`src/rtl/tlbv_pkg.sv`:
```
package tlbv_pkg;
  localparam int LOCK_FW  = 5;
  localparam int IDX_W    = LOCK_FW + 1;
  localparam int BASE_LSB = 10;
  localparam int VICT_LSB = 4;
  localparam int VLD_BIT  = 2;

  typedef enum logic [2:0] {
    CMD_LOCK     = 3'd0,
    CMD_TAG      = 3'd1,
    CMD_DATA     = 3'd2,
    CMD_LOAD     = 3'd3,
    CMD_KILL_ONE = 3'd4,
    CMD_KILL_ALL = 3'd5
  } cmd_e;

  // high bits that identify a page of the given size code
  function automatic logic [31:0] page_mask(input logic [1:0] code);
    case (code)
      2'd0:    page_mask = 32'hFFF0_0000;
      2'd1:    page_mask = 32'hFFFF_0000;
      2'd2:    page_mask = 32'hFFFF_F000;
      default: page_mask = 32'hFF00_0000;
    endcase
  endfunction

  function automatic logic entry_hit(input logic [31:0] tag, input logic [31:0] addr);
    entry_hit = tag[VLD_BIT] && (((tag ^ addr) & page_mask(tag[1:0])) == 32'd0);
  endfunction

  function automatic logic [31:0] xlate(input logic [31:0] tag, input logic [31:0] dat,
                                        input logic [31:0] addr);
    logic [31:0] m;
    m = page_mask(tag[1:0]);
    xlate = (dat & m) | (addr & ~m);
  endfunction
endpackage

```
`src/rtl/tlbv_victim.sv`:
```
module tlbv_victim
  import tlbv_pkg::*;
#(
  parameter int N = 8
) (
  input  logic               clk,
  input  logic               rst_n,
  input  logic               lock_we,
  input  logic [LOCK_FW-1:0] lock_base,
  input  logic [LOCK_FW-1:0] lock_vict,
  input  logic               ld_req,
  input  logic               ld_pres,
  input  logic               clr_all,
  output logic [IDX_W-1:0]   base_q,
  output logic [IDX_W-1:0]   vict_q,
  output logic               ld_ok,
  output logic [IDX_W-1:0]   ld_slot
);
  localparam logic [IDX_W-1:0] NCNT = IDX_W'(N);

  logic             pres_room, norm_room;
  logic [IDX_W-1:0] vict_inc, base_inc;

  assign pres_room = base_q < NCNT;
  assign norm_room = vict_q < NCNT;
  assign ld_ok     = ld_req && (ld_pres ? pres_room : norm_room);
  assign ld_slot   = ld_pres ? base_q : vict_q;
  assign vict_inc  = vict_q + IDX_W'(1);
  assign base_inc  = base_q + IDX_W'(1);

  always_ff @(posedge clk) begin
    if (!rst_n) begin
      base_q <= '0;
      vict_q <= '0;
    end else if (clr_all) begin
      base_q <= '0;
      vict_q <= '0;
    end else if (lock_we) begin
      base_q <= {1'b0, lock_base};
      vict_q <= {1'b0, lock_vict};
    end else if (ld_ok) begin
      if (ld_pres) begin
        base_q <= base_inc;
        vict_q <= base_inc;
      end else begin
        vict_q <= (vict_inc == NCNT) ? base_q : vict_inc;
      end
    end
  end

  a_r5_pin_moves_base: assert property (@(posedge clk) disable iff (!rst_n)
    (ld_ok && ld_pres) |=> (base_q == $past(base_q) + IDX_W'(1)) && (vict_q == base_q));
  a_r5_refused_load_still: assert property (@(posedge clk) disable iff (!rst_n)
    (ld_req && !ld_ok && !clr_all && !lock_we) |=> $stable(base_q) && $stable(vict_q));
  a_r4_victim_step: assert property (@(posedge clk) disable iff (!rst_n)
    (ld_ok && !ld_pres) |=> (vict_q == $past(vict_q) + IDX_W'(1)) || (vict_q == base_q));
  a_r6_indices_cleared: assert property (@(posedge clk) disable iff (!rst_n)
    clr_all |=> (base_q == '0) && (vict_q == '0));
endmodule

```
`src/rtl/tlbv_first.sv`:
```
module tlbv_first #(
  parameter int N = 8
) (
  input  logic [N-1:0] req,
  output logic [N-1:0] grant
);
  always_comb begin
    logic taken;
    taken = 1'b0;
    grant = '0;
    for (int i = 0; i < N; i++) begin
      if (req[i] && !taken) begin
        grant[i] = 1'b1;
        taken    = 1'b1;
      end
    end
  end
endmodule

```
`src/rtl/tlbv_store.sv`:
```
module tlbv_store
  import tlbv_pkg::*;
#(
  parameter int N  = 8,
  parameter int SW = 3
) (
  input  logic          clk,
  input  logic          rst_n,
  input  logic          wr_en,
  input  logic [SW-1:0] wr_slot,
  input  logic [31:0]   wr_tag,
  input  logic [31:0]   wr_dat,
  input  logic [N-1:0]  kill,
  input  logic          clr_all,
  input  logic [31:0]   lk_addr,
  input  logic [31:0]   fl_addr,
  input  logic [N-1:0]  lk_grant,
  input  logic          rd_ok,
  input  logic [SW-1:0] rd_idx,
  output logic [N-1:0]  lk_match,
  output logic [N-1:0]  fl_match,
  output logic [N-1:0]  valid_vec,
  output logic [31:0]   lk_tag,
  output logic [31:0]   lk_dat,
  output logic [31:0]   rd_tag,
  output logic [31:0]   rd_dat
);
  logic [31:0] tag_q [N];
  logic [31:0] dat_q [N];

  for (genvar g = 0; g < N; g++) begin : g_ent
    assign valid_vec[g] = tag_q[g][VLD_BIT];
    assign lk_match[g]  = entry_hit(tag_q[g], lk_addr);
    assign fl_match[g]  = entry_hit(tag_q[g], fl_addr);
  end

  always_ff @(posedge clk) begin
    for (int i = 0; i < N; i++) begin
      if (!rst_n || clr_all) begin
        tag_q[i] <= '0;
        dat_q[i] <= '0;
      end else if (wr_en && wr_slot == SW'(i)) begin
        tag_q[i] <= wr_tag;
        dat_q[i] <= wr_dat;
      end else if (kill[i]) begin
        tag_q[i][VLD_BIT] <= 1'b0;
      end
    end
  end

  always_comb begin
    lk_tag = '0;
    lk_dat = '0;
    for (int i = 0; i < N; i++) begin
      if (lk_grant[i]) begin
        lk_tag = lk_tag | tag_q[i];
        lk_dat = lk_dat | dat_q[i];
      end
    end
  end

  assign rd_tag = rd_ok ? tag_q[rd_idx] : 32'd0;
  assign rd_dat = rd_ok ? dat_q[rd_idx] : 32'd0;

  a_r6_all_invalid: assert property (@(posedge clk) disable iff (!rst_n)
    clr_all |=> (valid_vec == '0));
  a_r9_single_victim: assert property (@(posedge clk) disable iff (!rst_n)
    (|kill) |=> ($countones($past(valid_vec) & ~valid_vec) <= 1));
  a_r9_kill_onehot: assert property (@(posedge clk) disable iff (!rst_n)
    $onehot0(kill));
endmodule

```
`src/rtl/pinned_tlb.sv`:
```
module pinned_tlb
  import tlbv_pkg::*;
#(
  parameter int N = 8
) (
  input  logic        clk,
  input  logic        rst_n,
  input  logic        wr_en,
  input  logic [2:0]  wr_sel,
  input  logic [31:0] wr_data,
  input  logic [31:0] lk_addr,
  output logic        lk_hit,
  output logic [31:0] lk_pa,
  output logic [31:0] lock_word,
  output logic [31:0] rd_cam,
  output logic [31:0] rd_ram
);
  localparam int SW = $clog2(N);

  if (N != 8 && N != 32) begin : g_bad_count
    $error("pinned_tlb: entry count must be 8 or 32");
  end

  logic [31:0]      stg_tag, stg_dat;
  logic             lock_we, ld_req, fl_req, clr_all;
  logic [IDX_W-1:0] base_q, vict_q, ld_slot;
  logic             ld_ok, rd_ok;
  logic [N-1:0]     lk_match, fl_match, lk_grant, fl_grant, kill, valid_vec;
  logic [31:0]      lk_tag, lk_dat;

  assign lock_we = wr_en && (wr_sel == CMD_LOCK);
  assign ld_req  = wr_en && (wr_sel == CMD_LOAD);
  assign fl_req  = wr_en && (wr_sel == CMD_KILL_ONE);
  assign clr_all = wr_en && (wr_sel == CMD_KILL_ALL);

  always_ff @(posedge clk) begin
    if (!rst_n) begin
      stg_tag <= '0;
      stg_dat <= '0;
    end else if (wr_en) begin
      if (wr_sel == CMD_TAG)  stg_tag <= wr_data;
      if (wr_sel == CMD_DATA) stg_dat <= wr_data;
    end
  end

  tlbv_victim #(.N(N)) u_victim (
    .clk, .rst_n, .lock_we,
    .lock_base(wr_data[BASE_LSB +: LOCK_FW]),
    .lock_vict(wr_data[VICT_LSB +: LOCK_FW]),
    .ld_req, .ld_pres(wr_data[0]), .clr_all,
    .base_q, .vict_q, .ld_ok, .ld_slot
  );

  tlbv_first #(.N(N)) u_pick_lk (.req(lk_match), .grant(lk_grant));
  tlbv_first #(.N(N)) u_pick_fl (.req(fl_match), .grant(fl_grant));

  assign kill  = fl_req ? fl_grant : '0;
  assign rd_ok = vict_q < IDX_W'(N);

  tlbv_store #(.N(N), .SW(SW)) u_store (
    .clk, .rst_n,
    .wr_en(ld_ok), .wr_slot(ld_slot[SW-1:0]),
    .wr_tag(stg_tag), .wr_dat(stg_dat),
    .kill, .clr_all, .lk_addr, .fl_addr(wr_data), .lk_grant,
    .rd_ok, .rd_idx(vict_q[SW-1:0]),
    .lk_match, .fl_match, .valid_vec, .lk_tag, .lk_dat,
    .rd_tag(rd_cam), .rd_dat(rd_ram)
  );

  always_ff @(posedge clk) begin
    if (!rst_n) begin
      lk_hit <= 1'b0;
      lk_pa  <= '0;
    end else begin
      lk_hit <= |lk_match;
      lk_pa  <= (|lk_match) ? xlate(lk_tag, lk_dat, lk_addr) : 32'd0;
    end
  end

  assign lock_word = {16'd0, base_q[LOCK_FW], base_q[LOCK_FW-1:0],
                      vict_q[LOCK_FW], vict_q[LOCK_FW-1:0], 4'd0};

  a_r8_one_winner: assert property (@(posedge clk) disable iff (!rst_n)
    $onehot0(lk_grant));
  a_r8_hit_next_cycle: assert property (@(posedge clk) disable iff (!rst_n)
    (|lk_match) |=> lk_hit);
  a_r8_miss_next_cycle: assert property (@(posedge clk) disable iff (!rst_n)
    !(|(lk_match & valid_vec)) |=> !lk_hit);
endmodule

```
`config.mk`:
```
export PLATFORM = sky130hd
export DESIGN_NAME = pinned_tlb
export DESIGN_NICKNAME = d
export VERILOG_FILES = /design/src/rtl/tlbv_pkg.sv /design/src/rtl/tlbv_victim.sv /design/src/rtl/tlbv_first.sv /design/src/rtl/tlbv_store.sv /design/src/rtl/pinned_tlb.sv
export SDC_FILE = /design/constraint.sdc
export NUM_CORES = 1
export LEC_CHECK = 0
export BUFFER_PORTS_ARGS = -buffer_cell sky130_fd_sc_hd__clkbuf_2
export CAP_MARGIN = 20
export CORE_ASPECT_RATIO = 1.1
export CORE_MARGIN = 2
export CORE_UTILIZATION = 55
export DETAILED_ROUTE_END_ITERATION = 8
export GPL_ROUTABILITY_DRIVEN = 1
export GPL_TIMING_DRIVEN = 0
export PLACE_DENSITY = 0.76
export SYNTH_ARGS = -nofsm -noshare
export SYNTH_HDL_FRONTEND = slang
export SYNTH_SLANG_ARGS = --single-unit
```
`constraint.sdc`:
```
create_clock -name clk -period 7 [get_ports clk]
set_input_delay 0.35 -clock clk [delete_from_list [all_inputs] [get_ports clk]]
set_output_delay 0.35 -clock clk [all_outputs]
set_load 0.1 [all_outputs]
```
Word-level counts from Yosys, hierarchy flattened
Memory sizes are Yosys's and may differ from the RTL's. A register that Yosys moved wholly into a read port is not among the register bits.
Index checks and enable logic that the tools add are counted.
{"block": "op_classes", "add_sub_neg": 2, "magnitude_cmp": 2, "n_eq_ne": 31, "muxes": 152, "bitwise_logic": 75, "reduce_logical": 96}
{"op": "32-bit two-way mux", "n": 27}
{"op": "24-bit one-hot mux with 3 select lines", "n": 9}
{"op": "32-bit bitwise AND", "n": 18}
{"op": "32-bit logical NOT", "n": 16}
{"op": "32-bit bitwise XOR", "n": 16}
{"op": "32-bit bitwise OR", "n": 8}
{"op": "1-bit two-way mux", "n": 95}
{"op": "1-bit logical AND", "n": 43}
{"op": "32-bit NOT", "n": 1}
{"op": "5-bit two-way mux", "n": 5}
{"op": "1-bit bitwise OR", "n": 24}
{"op": "2-bit by 1-bit == test with 1-bit output, second input constant", "n": 9}
{"op": "2-bit == test, second input constant", "n": 9}
{"op": "3-bit == test, second input constant", "n": 6}
{"op": "2-bit logical NOT", "n": 9}
{"op": "2-bit two-way mux", "n": 8}
{"op": "1-bit logical NOT", "n": 15}
{"op": "3-bit two-way mux", "n": 5}
{"op": "2-bit bitwise OR", "n": 7}
{"op": "6-bit by 1-bit adder with 6-bit output, second input constant", "n": 2}
{"op": "3-bit by 2-bit == test with 1-bit output, second input constant", "n": 4}
{"op": "6-bit by 4-bit less-than comparator with 1-bit output, second input constant", "n": 2}
{"op": "6-bit two-way mux", "n": 2}
{"op": "2-bit AND reduction", "n": 5}
{"op": "10 further kinds", "n": 13}
{"block": "totals", "ff_bits": 109, "ram_bits": 512, "input_bits": 70, "wordCells": 368, "memories": 2}
{"memory": "u_store.dat_q", "depth": 8, "width": 32, "rd": 9, "rd_ports_with_merged_regs": 1, "wr": 8, "line": "tlbv_store.sv:29", "text": "logic [31:0] dat_q [N];"}
{"memory": "u_store.tag_q", "depth": 8, "width": 32, "rd": 9, "rd_ports_with_merged_regs": 1, "wr": 8, "line": "tlbv_store.sv:28", "text": "logic [31:0] tag_q [N];"}

Longest topological paths before layout
An unclocked memory read counts as a cell.
{"block": "logic_depth", "depth_word": 35, "mapped_depth": 17, "depth_no_buf": 15}

Hierarchy
Synthesis repeated with hierarchy kept, for this count alone.
{"block": "hier_totals", "cells_unflattened": 2819, "area_unflattened_um2": 35057.4}
{"mod": "tlbv_store", "instances": 1, "cells_each": 2288, "area_each_um2": 30030.1}
{"mod": "pinned_tlb", "instances": 1, "cells_each": 395, "area_each_um2": 3902.5}
{"mod": "tlbv_victim", "instances": 1, "cells_each": 114, "area_each_um2": 957.2}
{"mod": "tlbv_first", "instances": 2, "cells_each": 11, "area_each_um2": 83.8}

Worst setup path after synthesis
OpenSTA, ideal clock, no wires.
{"block": "synth_timing", "path_kind": "register to register", "from": "register u_victim.vict_q[3]", "to": "memory u_store.tag_q[6][2] (enable)", "setup_ps": 316, "t_arrival_ps": 6827, "slack_ps": -143, "path_stages_with_launch": 8, "period_less_slack_ps": 7143, "path_cell_list": "dfxtp_1 > clkbuf_1 > or3_1 > nor2_1 > o21bai_1 > or2_1 > o21ai_0 > o21bai_1"}
{"item": "from (decl)", "line": "tlbv_victim.sv:15", "text": "output logic [IDX_W-1:0] vict_q,"}
{"item": "from (signal assigned)", "line": "tlbv_victim.sv:40", "text": "vict_q <= {1'b0, lock_vict};"}
{"item": "from (signal assigned)", "line": "tlbv_victim.sv:44", "text": "vict_q <= base_inc;"}
{"item": "from (signal assigned)", "line": "tlbv_victim.sv:46", "text": "vict_q <= (vict_inc == NCNT) ? base_q : vict_inc;"}
{"item": "to (decl)", "line": "tlbv_store.sv:28"}

==> qor.txt <==
Syn_area_per_cell - 12.4 sq um
Share of Yosys cell area claimed by the top area cell type - 0.466
Post-synth ARST share - 0
Vias in the first global route - 24200
Worst ir drop on vdd - 0.190 mV
Clock Latency Late Sink - 0.62 ns
Slew @ Worst Pin - 1.25 ns
WL/cell - 29.7 um
Most frequent cells in the layout - 527 x and2_1, 512 x edfxtp_1, 182 x xor2_1, 182 x nand2_1, 160 x clkbuf_1
RSZ-0062 raised after global routing - false
Synth cell types - 77
Flop pwr share - 0.475
Syn. warnings - 0
Worst Path Required - 7.49 ns
Final core occ - 0.637
Final min period - 5.42 ns
Area leader, netlist - edfxtp_1
IO buf count - 139
Initial DRC count - 3356
Fmax - 0.185 GHz
Core ar. - 0.0595 sq mm
Sequential area share after synthesis - 0.535
Detailed-route DRC error count - 0
Die area - 0.0619 sq mm
Initial antenna violation count - 10
Final Hold Fails - 0
FF+latch count, synth - 624
Critical path endpoint category - flip-flop
DP HPWL - 78800 um
Clk sinks - 624
Nets - 3037
Die H - 261 um
Worst setup SP type - flip-flop
Leakage - 13.7 nW
Combinational Power Share - 0.124
DP Area - 0.0355 sq mm
Hold/Removal Path Class - in2reg
Synth Cell Area - 0.0330 sq mm
Synth area leaders - edfxtp_1 47%, and2_1 10%, mux4_2 8.7%, dfxtp_1 6.8%, xor2_1 4.8%
Tcrit/Tclk final - 0.774
Chip Width - 237 um
EDFF count, synth - 512
Max-slew violations - 0
Core Rows - 94
Post-CTS setup buffers - 0
Crit Path Category - reg2reg
H-tree Lvls - 3
Total Routing Usage GR - 0.361
Layout cells sized above 1 - 0.163
GRT overflow - 0
Area Overhead vs Synth - 14.9%
Maxcap violations - 0
Starting density of the core - 0.554
GPL Wtd Cong - 0.972
Synthesized netlist cell count - 2668
Pwr Density - 238 mW/mm^2
# fillers - 4538
Largest net degree at the start of global routing - 23
Psw - 2.44 mW
DR vias/cell - 6.44
Via count - 24300
CTS tree - built
# IOs - 199
Total CTS buffers - 68
Routed WL - 112000 um
CTS Buffer Depth - 3
Most common cell after layout, fill and taps aside - and2_1
Relative slew margins - 0.169
Net Sw Frac - 0.271
First-pass GRT wire length - 161000 um
Int Pwr - 6.56 mW
Clock power share - 0.402
Status - finished, final reports clean
Crit Path Max Fanout - 10
Top FF cell, synth - edfxtp_1
Setup Viol. Count Final - 0
First-pass DRT Iterations - 6
Clk pin slew, worst setup/hold paths - 0.06 ns
DRT antenna net count - 0
Worst Clk Skew - 0.0278 ns
CP arrival - 5.90 ns
Final instance area - 0.0379 sq mm
Root Buffer Master - clkbuf_16
-- cell families after synthesis --
group	share of synthesized area
and+or+nand+nor	0.165
DFF	0.535
xor gates and xnor gates	0.0864
AOI/OAI and AO/OA	0.0669
buffers and inverters	0.0323
muxes	0.108
adders and majority gates	0.00759
other	0.000114
-- routing by layer --
metal | global-route usage | up-vias | part of all wire
li1 | - | 10100 | -
met1 | 0.466 | 11900 | 0.36
met2 | 0.577 | 1793 | 0.47
met3 | 0.0773 | 387 | 0.11
met4 | 0.191 | 18 | 0.055
met5 | 0 | - | 0.0011
-- cell usage after synthesis (all sizes together), types with 51 or more instances --
cell type	number
mux4	128
nand2	183
a21boi	64
edfxtp	512
a21oi	51
xnor2	143
clkbuf	139
dfxtp	112
and2	527
nor2	92
buf	70
xor2	182
mux2i	65
-- timing repair --
| action | 4_1_cts | 5_1_grt |
|---|---|---|
| hold endpoints to repair | 12 | 0 |
| hold buffers | 12 | 0 |
| gates resized for setup | 0 | 0 |
| setup endpoints to repair | 0 | 0 |
-- critical path: stages (launching register included) --
cell and delay, ns:
edfxtp_1 0.47, xnor2_1 0.23, nand4_1 0.21, nor3_2 0.61, nor3b_4 0.77, or4b_1 0.23, buf_4 0.16, clkbuf_1 0.72
a2bb2oi_1 0.24, nand3_1 0.15, ha_1 0.32, inv_1 0.27, o311ai_0 0.23, a21oi_1 0.22, o211ai_1 0.13, o221a_2 0.31
-- registers in the layout (all words and copies together), names as in the netlist, named ones only --
signal	flops
lk_hit	1
u_store.tag_q	256
u_victim.base_q	6
u_victim.vict_q	6
lk_pa	32
stg_dat	32
stg_tag	32
u_store.dat_q	256
-- path summary, 6_finish.rpt --
check	cells after the start	startpoint	end	slack [ns]
max	15	u_store.tag_q[0][27]$_SDFFCE_PN0P_	lk_pa[16]$_SDFF_PN0_	1.58
min	3	wr_data[2]	stg_dat[2]$_SDFFE_PN0P_	0.04
max reg2reg	15	u_store.tag_q[0][27]$_SDFFCE_PN0P_	lk_pa[16]$_SDFF_PN0_	1.58
min reg2reg	2	u_victim.base_q[4]$_SDFFE_PP0P_	u_victim.base_q[4]$_SDFFE_PP0P_	0.53
-- power by group through the flow --
stage / sequential (mW) / combinational [mW] / clock, mW
6_report: 4.27 / 1.11 / 3.61
4_1_cts: 4.27 / 1.10 / 3.62
5_1_grt: 4.28 / 1.15 / 3.76
3_5_place_dp: 4.35 / 1.09 / 0
3_3_place_gp: 4.39 / 1.02 / 0
2_1_floorplan: 4.33 / 0.765 / 0
-- per-stage QoR --
stage                     power, mW  TNS [ns]  instances  hold slack [ns]  setup slack, ns
after floorplan                5.10    -0.646       2687            0.472           -0.143
after global placement         5.41  -1738.67       3594            0.504            -5.55
after detailed placement       5.44         0       3630            0.520             1.65
after CTS                      8.98         0       3768           0.0168             1.73
after global routing           9.19         0       3772           0.0462             1.43
final                          9.00         0       3772           0.0367             1.58
-- final cells by class --
class | instances | area, sq um | share of cell area
clock buffers | 102 | 2020 | 0.0532
repair buffers | 190 | 1570 | 0.0414
flip-flops and latches | 624 | 17600 | 0.465
well taps | 768 | 961 | 0.0254
clock inverters | 24 | 204 | 0.00538
plain buffers | 209 | 960 | 0.0253
inverters | 28 | 105 | 0.00277
multi-input cells | 1826 | 14400 | 0.381
diodes | 1 | 2.50 | 0.0000661
Power figures use the tool's default switching activity.
